## src/rtl/vis_pkg.sv

```systemverilog
package vis_pkg;

  // Sequencer phases: idle, device acknowledge, stack save, table fetch.
  typedef enum logic [1:0] {
    PH_IDLE  = 2'd0,
    PH_ACK   = 2'd1,
    PH_SAVE  = 2'd2,
    PH_FETCH = 2'd3
  } phase_e;

endpackage

```

## src/rtl/vis_timer.sv

```systemverilog
module vis_timer
  import vis_pkg::*;
#(
  parameter int ACK_CYC   = 7,
  parameter int SAVE_CYC  = 6,
  parameter int FETCH_CYC = 6,
  parameter int CNT_W     = 3
) (
  input  logic             clk,
  input  logic             rst_n,
  input  logic             start,
  output phase_e           phase,
  output logic [CNT_W-1:0] cnt,
  output logic             last
);

  localparam logic [CNT_W-1:0] ACK_END   = CNT_W'(ACK_CYC - 1);
  localparam logic [CNT_W-1:0] SAVE_END  = CNT_W'(SAVE_CYC - 1);
  localparam logic [CNT_W-1:0] FETCH_END = CNT_W'(FETCH_CYC - 1);

  phase_e           phase_d;
  logic [CNT_W-1:0] cnt_d;

  always_comb begin
    unique case (phase)
      PH_ACK:   last = (cnt == ACK_END);
      PH_SAVE:  last = (cnt == SAVE_END);
      PH_FETCH: last = (cnt == FETCH_END);
      default:  last = 1'b0;
    endcase
  end

  always_comb begin
    phase_d = phase;
    cnt_d   = cnt;
    unique case (phase)
      PH_IDLE: begin
        if (start) begin
          phase_d = PH_ACK;
          cnt_d   = '0;
        end
      end
      PH_ACK: begin
        if (last) begin
          phase_d = PH_SAVE;
          cnt_d   = '0;
        end else begin
          cnt_d = cnt + CNT_W'(1);
        end
      end
      PH_SAVE: begin
        if (last) begin
          phase_d = PH_FETCH;
          cnt_d   = '0;
        end else begin
          cnt_d = cnt + CNT_W'(1);
        end
      end
      default: begin
        if (last) begin
          phase_d = PH_IDLE;
          cnt_d   = '0;
        end else begin
          cnt_d = cnt + CNT_W'(1);
        end
      end
    endcase
  end

  always_ff @(posedge clk or negedge rst_n) begin
    if (!rst_n) begin
      phase <= PH_IDLE;
      cnt   <= '0;
    end else begin
      phase <= phase_d;
      cnt   <= cnt_d;
    end
  end

  // The acknowledge phase always lasts its full length before the save phase.
  assert_ack_full_R5: assert property (@(posedge clk) disable iff (!rst_n)
    (phase == PH_SAVE && $past(phase) == PH_ACK) |-> ($past(cnt) == ACK_END));

  // The fetch phase is entered only from a completed save phase.
  assert_fetch_order_R4: assert property (@(posedge clk) disable iff (!rst_n)
    (phase == PH_FETCH && $past(phase) != PH_FETCH) |-> ($past(phase) == PH_SAVE && $past(cnt) == SAVE_END));

endmodule

```

## src/rtl/vis_ptr.sv

```systemverilog
module vis_ptr #(
  parameter int DATA_W = 8,
  localparam int ADDR_W = 2 * DATA_W
) (
  input  logic              clk,
  input  logic              rst_n,
  input  logic              capture,
  input  logic [DATA_W-1:0] vec_in,
  input  logic [DATA_W-1:0] page_in,
  output logic [ADDR_W-1:0] ptr
);

  localparam logic [DATA_W-1:0] EVEN_MASK = ~DATA_W'(1);

  logic [DATA_W-1:0] vec_q, vec_d;
  logic [DATA_W-1:0] page_q, page_d;

  always_comb begin
    vec_d  = vec_q;
    page_d = page_q;
    if (capture) begin
      vec_d  = vec_in & EVEN_MASK;
      page_d = page_in;
    end
  end

  always_ff @(posedge clk or negedge rst_n) begin
    if (!rst_n) begin
      vec_q  <= '0;
      page_q <= '0;
    end else begin
      vec_q  <= vec_d;
      page_q <= page_d;
    end
  end

  assign ptr = {page_q, vec_q};

endmodule

```

## src/rtl/vis_regs.sv

```systemverilog
module vis_regs #(
  parameter int ADDR_W = 16
) (
  input  logic              clk,
  input  logic              rst_n,
  input  logic              busy,
  input  logic              pc_ld,
  input  logic [ADDR_W-1:0] pc_ld_val,
  input  logic              sp_ld,
  input  logic [ADDR_W-1:0] sp_ld_val,
  input  logic              svc_ld,
  input  logic [ADDR_W-1:0] svc_val,
  input  logic              sp_dec,
  output logic [ADDR_W-1:0] pc_q,
  output logic [ADDR_W-1:0] sp_q
);

  localparam logic [ADDR_W-1:0] PUSH_SZ = ADDR_W'(2);

  logic [ADDR_W-1:0] pc_d, sp_d;

  always_comb begin
    pc_d = pc_q;
    sp_d = sp_q;
    if (svc_ld) begin
      pc_d = svc_val;
    end else if (pc_ld && !busy) begin
      pc_d = pc_ld_val;
    end
    if (sp_dec) begin
      sp_d = sp_q - PUSH_SZ;
    end else if (sp_ld && !busy) begin
      sp_d = sp_ld_val;
    end
  end

  always_ff @(posedge clk or negedge rst_n) begin
    if (!rst_n) begin
      pc_q <= '0;
      sp_q <= '0;
    end else begin
      pc_q <= pc_d;
      sp_q <= sp_d;
    end
  end

endmodule

```

## src/rtl/vec_irq_seq.sv

```systemverilog
module vec_irq_seq
  import vis_pkg::*;
#(
  parameter int DATA_W    = 8,
  parameter int ACK_CYC   = 7,
  parameter int SAVE_CYC  = 6,
  parameter int FETCH_CYC = 6,
  localparam int ADDR_W   = 2 * DATA_W
) (
  input  logic              clk,
  input  logic              rst_n,
  input  logic              ie_set,
  input  logic              irq_req,
  output logic              irq_ack,
  input  logic [DATA_W-1:0] vec_in,
  input  logic [DATA_W-1:0] page_in,
  input  logic              pc_ld,
  input  logic [ADDR_W-1:0] pc_ld_val,
  input  logic              sp_ld,
  input  logic [ADDR_W-1:0] sp_ld_val,
  output logic [ADDR_W-1:0] pc_q,
  output logic [ADDR_W-1:0] sp_q,
  output logic              ie_flag,
  output logic              busy,
  output logic              done,
  output logic [ADDR_W-1:0] mem_addr,
  output logic [DATA_W-1:0] mem_wdata,
  output logic              mem_we,
  output logic              mem_re,
  input  logic [DATA_W-1:0] mem_rdata
);

  localparam int MAX_AS  = (ACK_CYC > SAVE_CYC) ? ACK_CYC : SAVE_CYC;
  localparam int MAX_CYC = (MAX_AS > FETCH_CYC) ? MAX_AS : FETCH_CYC;
  localparam int CNT_W   = (MAX_CYC > 2) ? $clog2(MAX_CYC) : 1;
  // Bus slots inside the save and fetch phases (both phases need >= 4 cycles).
  localparam logic [CNT_W-1:0] SLOT_HI = CNT_W'(1);
  localparam logic [CNT_W-1:0] SLOT_LO = CNT_W'(3);
  localparam logic [ADDR_W-1:0] ONE    = ADDR_W'(1);
  localparam logic [ADDR_W-1:0] TWO    = ADDR_W'(2);

  phase_e           phase;
  logic [CNT_W-1:0] cnt;
  logic             last;
  logic             start;
  logic             ie_q, ie_d;
  logic             pend_q, pend_d;
  logic             done_q, done_d;
  logic [DATA_W-1:0] svc_lo_q, svc_lo_d;
  logic [DATA_W-1:0] svc_hi_q, svc_hi_d;
  logic [ADDR_W-1:0] ptr;
  logic             vec_cap;
  logic             svc_ld;
  logic             sp_dec;
  logic             in_save, in_fetch;

  assign busy     = (phase != PH_IDLE);
  assign start    = !busy && ie_q && (pend_q || irq_req);
  assign irq_ack  = (phase == PH_ACK);
  assign vec_cap  = irq_ack && last;
  assign in_save  = (phase == PH_SAVE);
  assign in_fetch = (phase == PH_FETCH);
  assign sp_dec   = in_save && last;
  assign svc_ld   = in_fetch && last;

  vis_timer #(
    .ACK_CYC  (ACK_CYC),
    .SAVE_CYC (SAVE_CYC),
    .FETCH_CYC(FETCH_CYC),
    .CNT_W    (CNT_W)
  ) i_timer (
    .clk  (clk),
    .rst_n(rst_n),
    .start(start),
    .phase(phase),
    .cnt  (cnt),
    .last (last)
  );

  vis_ptr #(
    .DATA_W(DATA_W)
  ) i_ptr (
    .clk    (clk),
    .rst_n  (rst_n),
    .capture(vec_cap),
    .vec_in (vec_in),
    .page_in(page_in),
    .ptr    (ptr)
  );

  vis_regs #(
    .ADDR_W(ADDR_W)
  ) i_regs (
    .clk      (clk),
    .rst_n    (rst_n),
    .busy     (busy),
    .pc_ld    (pc_ld),
    .pc_ld_val(pc_ld_val),
    .sp_ld    (sp_ld),
    .sp_ld_val(sp_ld_val),
    .svc_ld   (svc_ld),
    .svc_val  ({svc_hi_q, svc_lo_q}),
    .sp_dec   (sp_dec),
    .pc_q     (pc_q),
    .sp_q     (sp_q)
  );

  // Memory port: two stack writes, then two table reads.
  always_comb begin
    mem_addr  = '0;
    mem_wdata = '0;
    mem_we    = 1'b0;
    mem_re    = 1'b0;
    if (in_save && cnt == SLOT_HI) begin
      mem_we    = 1'b1;
      mem_addr  = sp_q - ONE;
      mem_wdata = pc_q[ADDR_W-1:DATA_W];
    end else if (in_save && cnt == SLOT_LO) begin
      mem_we    = 1'b1;
      mem_addr  = sp_q - TWO;
      mem_wdata = pc_q[DATA_W-1:0];
    end else if (in_fetch && cnt == SLOT_HI) begin
      mem_re   = 1'b1;
      mem_addr = ptr;
    end else if (in_fetch && cnt == SLOT_LO) begin
      mem_re   = 1'b1;
      mem_addr = ptr | ONE;
    end
  end

  always_comb begin
    svc_lo_d = svc_lo_q;
    svc_hi_d = svc_hi_q;
    if (in_fetch && cnt == SLOT_HI) svc_lo_d = mem_rdata;
    if (in_fetch && cnt == SLOT_LO) svc_hi_d = mem_rdata;
  end

  always_comb begin
    ie_d = ie_q;
    if (start)       ie_d = 1'b0;
    else if (ie_set) ie_d = 1'b1;
    pend_d = (pend_q || irq_req) && !start;
    done_d = svc_ld;
  end

  always_ff @(posedge clk or negedge rst_n) begin
    if (!rst_n) begin
      ie_q     <= 1'b0;
      pend_q   <= 1'b0;
      done_q   <= 1'b0;
      svc_lo_q <= '0;
      svc_hi_q <= '0;
    end else begin
      ie_q     <= ie_d;
      pend_q   <= pend_d;
      done_q   <= done_d;
      svc_lo_q <= svc_lo_d;
      svc_hi_q <= svc_hi_d;
    end
  end

  assign ie_flag = ie_q;
  assign done    = done_q;

  assert_start_needs_ie_R6: assert property (@(posedge clk) disable iff (!rst_n)
    $rose(busy) |-> $past(ie_flag));

  assert_ie_cleared_R6: assert property (@(posedge clk) disable iff (!rst_n)
    $rose(busy) |-> !ie_flag);

  assert_ack_in_busy_R5: assert property (@(posedge clk) disable iff (!rst_n)
    irq_ack |-> busy);

  assert_done_single_R4: assert property (@(posedge clk) disable iff (!rst_n)
    done |=> !done);

  assert_push_window_R3: assert property (@(posedge clk) disable iff (!rst_n)
    mem_we |-> (mem_addr == sp_q - ONE || mem_addr == sp_q - TWO));

  assert_bus_exclusive_R3: assert property (@(posedge clk) disable iff (!rst_n)
    !(mem_we && mem_re));

  assert_pc_hold_R8: assert property (@(posedge clk) disable iff (!rst_n)
    busy |=> ($stable(pc_q) || done));

endmodule

```

## config.mk

```make
export PLATFORM = sky130hd
export DESIGN_NAME = vec_irq_seq
export DESIGN_NICKNAME = d
export VERILOG_FILES = /design/src/rtl/vis_pkg.sv /design/src/rtl/vis_timer.sv /design/src/rtl/vis_ptr.sv /design/src/rtl/vis_regs.sv /design/src/rtl/vec_irq_seq.sv
export SDC_FILE = /design/constraint.sdc
export NUM_CORES = 1
export LEC_CHECK = 0
export BUFFER_PORTS_ARGS = -buffer_cell sky130_fd_sc_hd__buf_4
export CORE_ASPECT_RATIO = 1.1
export CORE_MARGIN = 2
export CORE_UTILIZATION = 51
export DETAILED_ROUTE_END_ITERATION = 16
export PLACE_DENSITY = 0.8
export RECOVER_POWER = 50
export SYNTH_ARGS = -nofsm -noshare
export SYNTH_HDL_FRONTEND = slang
export SYNTH_SLANG_ARGS = --single-unit
```

## constraint.sdc

```tcl
create_clock -name clk -period 3.1 [get_ports clk]
set_input_delay 0.155 -clock clk [delete_from_list [all_inputs] [get_ports clk]]
set_output_delay 0.155 -clock clk [all_outputs]
set_load 0.01 [all_outputs]
```

==> flow_summary.yaml, run 1 <==
run_status:
  status: "finished, violations left"
  violations: "max-capacitance violations, max-slew violations"
logic_synthesis:
  ys_ff_latch: 71
  ys_top_cells_by_area: "dfrtp_1, mux2_2, nand2_1, a22oi_1, ha_1"
  synth_area_um2: 3890
  async_reset_ff_frac: 1.00
  synth_ff_type: "dfrtp_1"
  synth_top_area_frac: 0.457
  synth_fp_nets: 463
  synth_edf_count: 0
  synthCells: 391
  ys_types: 53
  synth_largest_area_cell: "dfrtp_1"
  synth-seq-area-share: 0.457
  synth.avg_cell_area_um2: 9.95
  ys_warn_count: 0
run:
  maxCapViolCount: 1
clocking:
  cts_buffers: 9
  cts_setup_buffers: 0
  root_buffer: "clkbuf_8"
  cts_hold_buffers: 2
  clock_tree.buffer_depth: 2
  clock_latency_ns: 0.35
  clk_pin_slew_ns: 0.08
  post_cts_resized: 0
  cts_tree: "done"
  htreeDepth: 3
  cts.sinks: 71
sta:
  fin_crit_sh: 0.921
  tightestPinTransition_ns: 1.75
  rsz0062_at_grt: "no"
  finClkSkew_ns: 0.0139
  finalWorstSetupSlack_ns: 0.245
  setup_tns_ns: 0
  setup_violations: 0
  maxSlewHeadroom: -0.169
  timing.final.crit_period_ns: 2.85
  slew_viol_final: 72
  fmax_ghz: 0.350
  hold_viol: 0
routing:
  vias_per_cell: 5.97
  wl_per_cell_um: 17.6
  ant_nets: 0
  drc: 0
  drtIter0Drc: 225
  dr.pass1.iters: 5
  finalWirelength_um: 10600
  vias: 3599
placed_design:
  gp_congestion: 0.897
  port_buffers: 122
  dpl_worst_slack_ns: 0.614
  place_area_um2: 4870
  dp.final_hpwl_um: 7680
grt:
  grt-ovfl-total: 0
  antenna_found_initial: 0
  grt_max_degree: 72
  grtUsageTotal: 0.263
  grt_pass1_vias: 3515
  grt_pass1_wl_um: 17100
cells_and_area:
  final_cell_mix: "buf_4, dfrtp_1, nand2_1"
  fillers: 604
  final_nets: 583
  areaGrowthSynthToFinish_pct: 27.5
  final_layout_size_suffix_gt1_frac: 0.312
  final_cell_area_um2: 4960
  mostFrequentLayoutCell: "buf_4"
  antennaDiodeCount: 0
floorplan:
  dieArea_um2: 8350
  start_util: 0.524
  rows: 33
  ioPinCount: 124
  die_x_um: 87.3
  core_um2: 7430
  die_h_um: 95.6
worst_hold_path:
  hold_path.class: "in -> reg"
  hp-start: "sp_ld_val[0]"
pwr:
  power_density_nw_per_um2: 915
  max-vdd-ir-drop_mv: 0.450
  total_power_w: 0.00454
  p_leak_nw: 2.25
setup_path:
  cp-start-kind: "register"
  r2r-start: "i_timer.phase[0]$_DFFE_PN0P_"
  startpoint: "i_regs.sp_q[1]$_DFFE_PN0P_"
  crit_path_end_kind: "primary output"
  cp_max_fo: 9
  arrival_ns: 2.70
  worstSetupPathType: "reg -> out"
  crit_required_ns: 2.94
## cell type report
cell class / count / area, um2 / share of cell area
inverters: 10 / 37.5 / 0.00756
flip-flops and latches: 71 / 1780 / 0.358
clock inverters: 6 / 45.0 / 0.00908
repair buffers: 133 / 888 / 0.179
clock buffers: 10 / 138 / 0.0277
multi-input cells: 286 / 1970 / 0.397
well taps: 87 / 109 / 0.0219
## registers in the layout (all words and copies together) (netlist names)
name / cells
pend_q: 1
i_ptr.vec_q: 7
i_ptr.page_q: 8
i_timer.phase: 2
i_regs.pc_q: 16
svc_hi_q: 8
ie_flag: 1
i_regs.sp_q: 16
i_timer.cnt: 3
svc_lo_q: 8
done: 1
## routing by layer
layer,global-route usage,wire length [um]
met5,0,0
met4,0.0846,131
met3,0.0701,881
met2,0.430,5230
met1,0.339,4390
## cell families (layout without fill, tap and decap cells)
kind of cell	Yosys count	count (layout)	synth area share
fa+ha+maj	10	10	0.0322
buf+inv	34	159	0.0389
mux	33	33	0.0952
simple gates	132	132	0.172
flops	71	71	0.457
xor+xnor	11	11	0.0248
compound gates	100	100	0.180
## power breakdown
part           switching (W)  total (W)  internal (W)
Sequential          0.000486    0.00187       0.00138
Clock               0.000377   0.000691      0.000315
Combinational        0.00106    0.00198      0.000928
Total                0.00192    0.00454       0.00262
## worst max-delay path, cell delays in order, from the launching register on
cell,delay (ns)
dfrtp_1,0.44
inv_1,0.15
ha_1,0.29
or4b_4,0.57
or3_4,0.44
nor2_1,0.11
o221ai_1,0.15
nand2_1,0.09
buf_4,0.11
## cell usage after synthesis (all sizes together), types with 2 or more instances
master	n
nor2b	4
buf	8
nand2b	2
o221ai	5
inv	10
a22o	8
nand2	69
nor3	8
clkbuf	16
a31oi	3
nand3	8
and2	2
or3	3
o311ai	4
a221o	9
mux2	32
nor3b	7
or4	3
nor2	14
a22oi	21
a21oi	10
o22ai	4
ha	10
nor4	7
xor2	10
o21a	3
and3	2
o21ai	27
dfrtp	71
## metrics by stage
stage	instances	utilization	hold WS (ns)
floorplan	391	-	-0.141
global placement	585	0.656	0.330
detailed placement	585	0.656	0.344
CTS	603	0.683	0.00572
global route	603	0.668	0.0159
finish	603	0.668	0.0152
## final timing paths
check | endpoint | depth (start not counted) | slack (ns)
min in group asynchronous | i_regs.sp_q[7]$_DFFE_PN0P_ | 2 | 0.80
hold / removal | i_regs.sp_q[0]$_DFFE_PN0P_ | 3 | 0.02
setup / recovery | mem_addr[13] | 8 | 0.25
hold reg to reg | i_regs.pc_q[12]$_DFFE_PN0P_ | 2 | 0.51
max in group asynchronous | i_timer.cnt[1]$_DFFE_PN0N_ | 2 | 1.24
setup reg to reg | i_ptr.page_q[3]$_DFFE_PN0P_ | 6 | 0.72
(Power assumes the default switching activity.)
==> inputs of run 2 (changes only) <==
--- a/config.mk
+++ b/config.mk
@@ -5,7 +5,7 @@
 export SDC_FILE = /design/constraint.sdc
 export NUM_CORES = 1
 export LEC_CHECK = 0
-export BUFFER_PORTS_ARGS = -buffer_cell sky130_fd_sc_hd__buf_4
+export BUFFER_PORTS_ARGS = -buffer_cell sky130_fd_sc_hd__buf_2
 export CORE_ASPECT_RATIO = 1.1
 export CORE_MARGIN = 2
 export CORE_UTILIZATION = 51
==> flow_summary.yaml, run 2 (same netlist as run 1, synthesis figures left out) <==
sta:
  hold_viol: 0
  hold_ws_ns: 0.00656
  fin_crit_sh: 0.940
  timing.final.crit_period_ns: 2.92
  rsz0062_at_grt: "no"
  fmax_ghz: 0.343
  setup_tns_ns: 0
  slew_viol_final: 0
  tightestPinTransition_ns: 1.16
  maxSlewHeadroom: 0.227
  setup_violations: 0
  finClkSkew_ns: 0.00966
cells_and_area:
  seq_area_um2: 1780
  final_util: 0.640
  areaGrowthSynthToFinish_pct: 22.3
  final_nets: 587
  multi_input_area_um2: 1970
  final_cell_mix: "buf_2, dfrtp_1, nand2_1"
  mostFrequentLayoutCell: "buf_2"
  top_regs: "i_regs.pc_q (16), i_regs.sp_q (16)"
  final_cell_area_um2: 4760
  final_layout_size_suffix_gt1_frac: 0.310
  fillers: 679
  antennaDiodeCount: 0
routing:
  dr.pass1.iters: 5
  vias: 3592
  finalWirelength_um: 10200
  ant_nets: 0
  wl_per_cell_um: 16.9
  vias_per_cell: 5.92
  drtIter0Drc: 207
  drc: 0
clocking:
  cts_setup_buffers: 0
  clk_pin_slew_ns: 0.08
  cts_tree: "done"
  cts_buffers: 9
  cts_hold_buffers: 4
  root_buffer: "clkbuf_8"
  post_cts_resized: 0
  clock_latency_ns: 0.35
  clock_tree.buffer_depth: 2
  cts.sinks: 71
  htreeDepth: 3
floorplan:
  die_x_um: 87.3
  dieArea_um2: 8350
  ioPinCount: 124
  core_um2: 7430
  die_h_um: 95.6
  start_util: 0.524
  rows: 33
placed_design:
  port_buffers: 122
  place_area_um2: 4580
  gp_congestion: 0.916
  dp.final_hpwl_um: 7540
pwr:
  max-vdd-ir-drop_mv: 0.469
  p_leak_nw: 2.21
  power_density_nw_per_um2: 934
setup_path:
  cp-start-kind: "register"
  crit_path_end_kind: "primary output"
  cp_max_fo: 9
  crit_required_ns: 2.94
  arrival_ns: 2.76
  worstSetupPathType: "reg -> out"
run_status:
  status: "finished, final reports clean"
grt:
  antenna_found_initial: 0
  grt_pass1_wl_um: 16700
  grt-ovfl-total: 0
  grtUsageTotal: 0.259
  grt_pass1_vias: 3503
  grt_max_degree: 44
worst_hold_path:
  hold_path.class: "in -> reg"
run:
  maxCapViolCount: 0
## run 2: cell count changes in the layout (fill, tap and decap cells not counted), sizes merged
cell / delta
clkbuf: +2
clkinvlp: -1
dlygate4sd3: +2
inv: +1
## run 2: area by class of cell
type	instances	share of cell area
sequential	71	0.373
multi-input combinational	286	0.414
clock inverter	6	0.00894
tap	87	0.0229
inverter	10	0.00789
clock buffer	10	0.0289
timing repair buffer	137	0.145
## run 2: final timing paths
kind / cells after the start / end / slack [ns] / from
min: 3 / i_regs.sp_q[2]$_DFFE_PN0P_ / 0.007 / sp_ld_val[2]
max reg2reg: 7 / i_regs.sp_q[13]$_DFFE_PN0P_ / 0.71 / i_regs.sp_q[1]$_DFFE_PN0P_
max: 8 / mem_addr[13] / 0.18 / i_regs.sp_q[1]$_DFFE_PN0P_
max in group asynchronous: 3 / i_timer.phase[0]$_DFFE_PN0P_ / 1.39 / rst_n
min reg2reg: 2 / i_regs.pc_q[7]$_DFFE_PN0P_ / 0.50 / svc_lo_q[7]$_DFFE_PN0P_
min in group asynchronous: 2 / i_ptr.page_q[1]$_DFFE_PN0P_ / 0.28 / rst_n
## run 2: routing by layer
layer	vias up	GRT usage	wire, um
met3	19	0.0606	832
met5	-	0	0
met4	0	0.103	237
met2	160	0.432	5020
met1	1732	0.322	4140
li1	1681	-	-
## run 2: critical path, cell delays in order, from the launching register on
cell and delay [ns]:
dfrtp_1 0.46, inv_1 0.15, ha_1 0.30, or4b_4 0.58, or3_4 0.44, nor2_1 0.11, o221ai_1 0.16, nand2_1 0.09
buf_2 0.12
## run 2: stage by stage
stage / power (W) / setup slack (ns) / instances
global placement: 0.00372 / 0.642 / 587
global route: 0.00479 / 0.0229 / 607
floorplan: 0.00310 / 0.823 / 391
detailed placement: 0.00381 / 0.563 / 587
finish: 0.00445 / 0.185 / 607
CTS: 0.00451 / 0.168 / 607
## run 2: power breakdown
part / leakage (nW) / total (W) / switching [W] / internal, W
registers: 0.849 / 0.00186 / 0.000486 / 0.00138
logic: 1.27 / 0.00189 / 0.00104 / 0.000853
clock network: 0.0891 / 0.000688 / 0.000373 / 0.000315
==> inputs of run 3 (changes only) <==
--- a/config.mk
+++ b/config.mk
@@ -10,8 +10,9 @@
 export CORE_MARGIN = 2
 export CORE_UTILIZATION = 51
 export DETAILED_ROUTE_END_ITERATION = 16
-export PLACE_DENSITY = 0.8
+export PLACE_DENSITY = 0.88
 export RECOVER_POWER = 50
+export SLEW_MARGIN = 30
 export SYNTH_ARGS = -nofsm -noshare
 export SYNTH_HDL_FRONTEND = slang
 export SYNTH_SLANG_ARGS = --single-unit
==> flow_summary.yaml, run 3 (same netlist as run 1, synthesis figures left out) <==
sta:
  hold_ws_ns: 0.0143
  timing.final.crit_period_ns: 2.87
  setup_violations: 0
  finClkSkew_ns: 0.00994
  rsz0062_at_grt: "no"
  hold_viol: 0
  fin_crit_sh: 0.927
  maxSlewHeadroom: 0.148
  tightestPinTransition_ns: 1.28
  slew_viol_final: 0
  fmax_ghz: 0.348
  setup_tns_ns: 0
placed_design:
  gp_congestion: 0.872
  dp.final_hpwl_um: 7640
  port_buffers: 122
clocking:
  htreeDepth: 3
  clock_tree.buffer_depth: 2
  root_buffer: "clkbuf_8"
  cts.sinks: 71
  clk_pin_slew_ns: 0.09
  post_cts_resized: 0
  clock_latency_ns: 0.36
  cts_buffers: 9
  cts_tree: "done"
pwr:
  power_density_nw_per_um2: 943
  max-vdd-ir-drop_mv: 0.546
  p_leak_nw: 2.21
grt:
  grt-ovfl-total: 0
  grt_max_degree: 52
  antenna_found_initial: 0
  grtUsageTotal: 0.256
  grt_pass1_vias: 3442
  grt_pass1_wl_um: 16600
setup_path:
  cp_max_fo: 9
  cp-start-kind: "register"
  crit_path_end_kind: "primary output"
  timing.critical_path.max_delay_family: "simple AND/OR/NAND/NOR gates"
  crit_buf_inv: 2
  cp_cell_sequence: "inv_1 > ha_1 > or4b_4 > or3_4 > nor2_1 > o221ai_1 > nand2_1 > buf_2"
  crit_required_ns: 2.94
  slowest_delay_ns: 0.58
  slowest_stage: "or4b_4"
  arrival_ns: 2.72
  worstSetupPathType: "reg -> out"
routing:
  dr.pass1.iters: 6
  ant_nets: 0
  drtIter0Drc: 248
  wl_per_cell_um: 17.1
  finalWirelength_um: 10400
  drc: 0
  vias_per_cell: 6.00
  vias: 3639
floorplan:
  die_h_um: 95.6
  rows: 33
  start_util: 0.524
  die_x_um: 87.3
  dieArea_um2: 8350
  ioPinCount: 124
  core_um2: 7430
cells_and_area:
  top_regs: "i_regs.pc_q (16), i_regs.sp_q (16)"
  final_nets: 587
  final_layout_size_suffix_gt1_frac: 0.310
  areaGrowthSynthToFinish_pct: 22.5
  antennaDiodeCount: 0
  mostFrequentLayoutCell: "buf_2"
  final_cell_mix: "buf_2, dfrtp_1, nand2_1"
run_status:
  status: "finished, final reports clean"
run:
  maxCapViolCount: 0
worst_hold_path:
  hold_path.class: "in -> reg"
-- run 3: cell types whose count changed in the layout (fill, tap and decap cells not counted), sizes merged --
cell / change
inv: +2
clkinv: -1
clkbuf: -1
-- run 3: final timing paths --
path	endpoint	from	slack (ns)	cells past startpoint
max in group asynchronous	svc_lo_q[6]$_DFFE_PN0P_	rst_n	1.07	3
min reg2reg	i_regs.pc_q[12]$_DFFE_PN0P_	svc_hi_q[4]$_DFFE_PN0P_	0.51	2
max reg2reg	i_ptr.page_q[3]$_DFFE_PN0P_	i_timer.phase[0]$_DFFE_PN0P_	0.67	6
max	mem_addr[13]	i_regs.sp_q[1]$_DFFE_PN0P_	0.23	8
min in group asynchronous	i_regs.sp_q[13]$_DFFE_PN0P_	rst_n	0.59	2
min	i_regs.pc_q[5]$_DFFE_PN0P_	pc_ld_val[5]	0.01	3
-- run 3: layout make-up --
class                           count  area (um2)
Sequential cell                    71        1780
Inverter                           10        37.5
Clock buffer                        9         124
Tap cell                           87         109
Timing Repair Buffer              137         688
Fill cell                         618        2670
Multi-Input combinational cell    286        1970
Clock inverter                      7        63.8
-- run 3: stage by stage --
| stage | area [um2] | cells | util | power [W] | worst slack [ns] |
|---|---|---|---|---|---|
| 4_1_cts | 4800 | 606 | 0.646 | 0.00454 | 0.235 |
| 3_5_place_dp | 4590 | 587 | 0.617 | 0.00382 | 0.627 |
| 2_1_floorplan | 3890 | 391 | - | 0.00310 | 0.823 |
| 3_3_place_gp | 4580 | 587 | 0.617 | 0.00371 | 0.678 |
| 6_report | 4770 | 607 | 0.641 | 0.00450 | 0.228 |
| 5_1_grt | 4770 | 607 | 0.641 | 0.00482 | 0.0741 |
-- run 3: what timing repair did --
item	in CTS	in global routing
hold endpoints to repair	51	1
setup buffers	0	0
hold buffers	3	1
setup endpoints to repair	0	0
-- run 3: worst reg2reg max path, delay by kind of cell, from the launching register on --
kind / cells / cell delay [ns]
buf+inv: 1 / 0.09
compound gates: 1 / 0.25
flops: 1 / 0.40
simple gates: 2 / 0.78
mux: 1 / 0.44
fa+ha+maj: 1 / 0.36
-- run 3: report_power, final --
part / switching (W) / leakage, nW / internal (W) / total (W)
clock network: 0.000412 / 0.0903 / 0.000308 / 0.000720
registers: 0.000482 / 0.849 / 0.00138 / 0.00186
logic: 0.00106 / 1.27 / 0.000853 / 0.00192
-- run 3: routing by layer --
metal | track usage | share of wire
met2 | 0.429 | 0.50
met1 | 0.320 | 0.39
met3 | 0.0693 | 0.093
met5 | 0 | 0
met4 | 0.0859 | 0.017
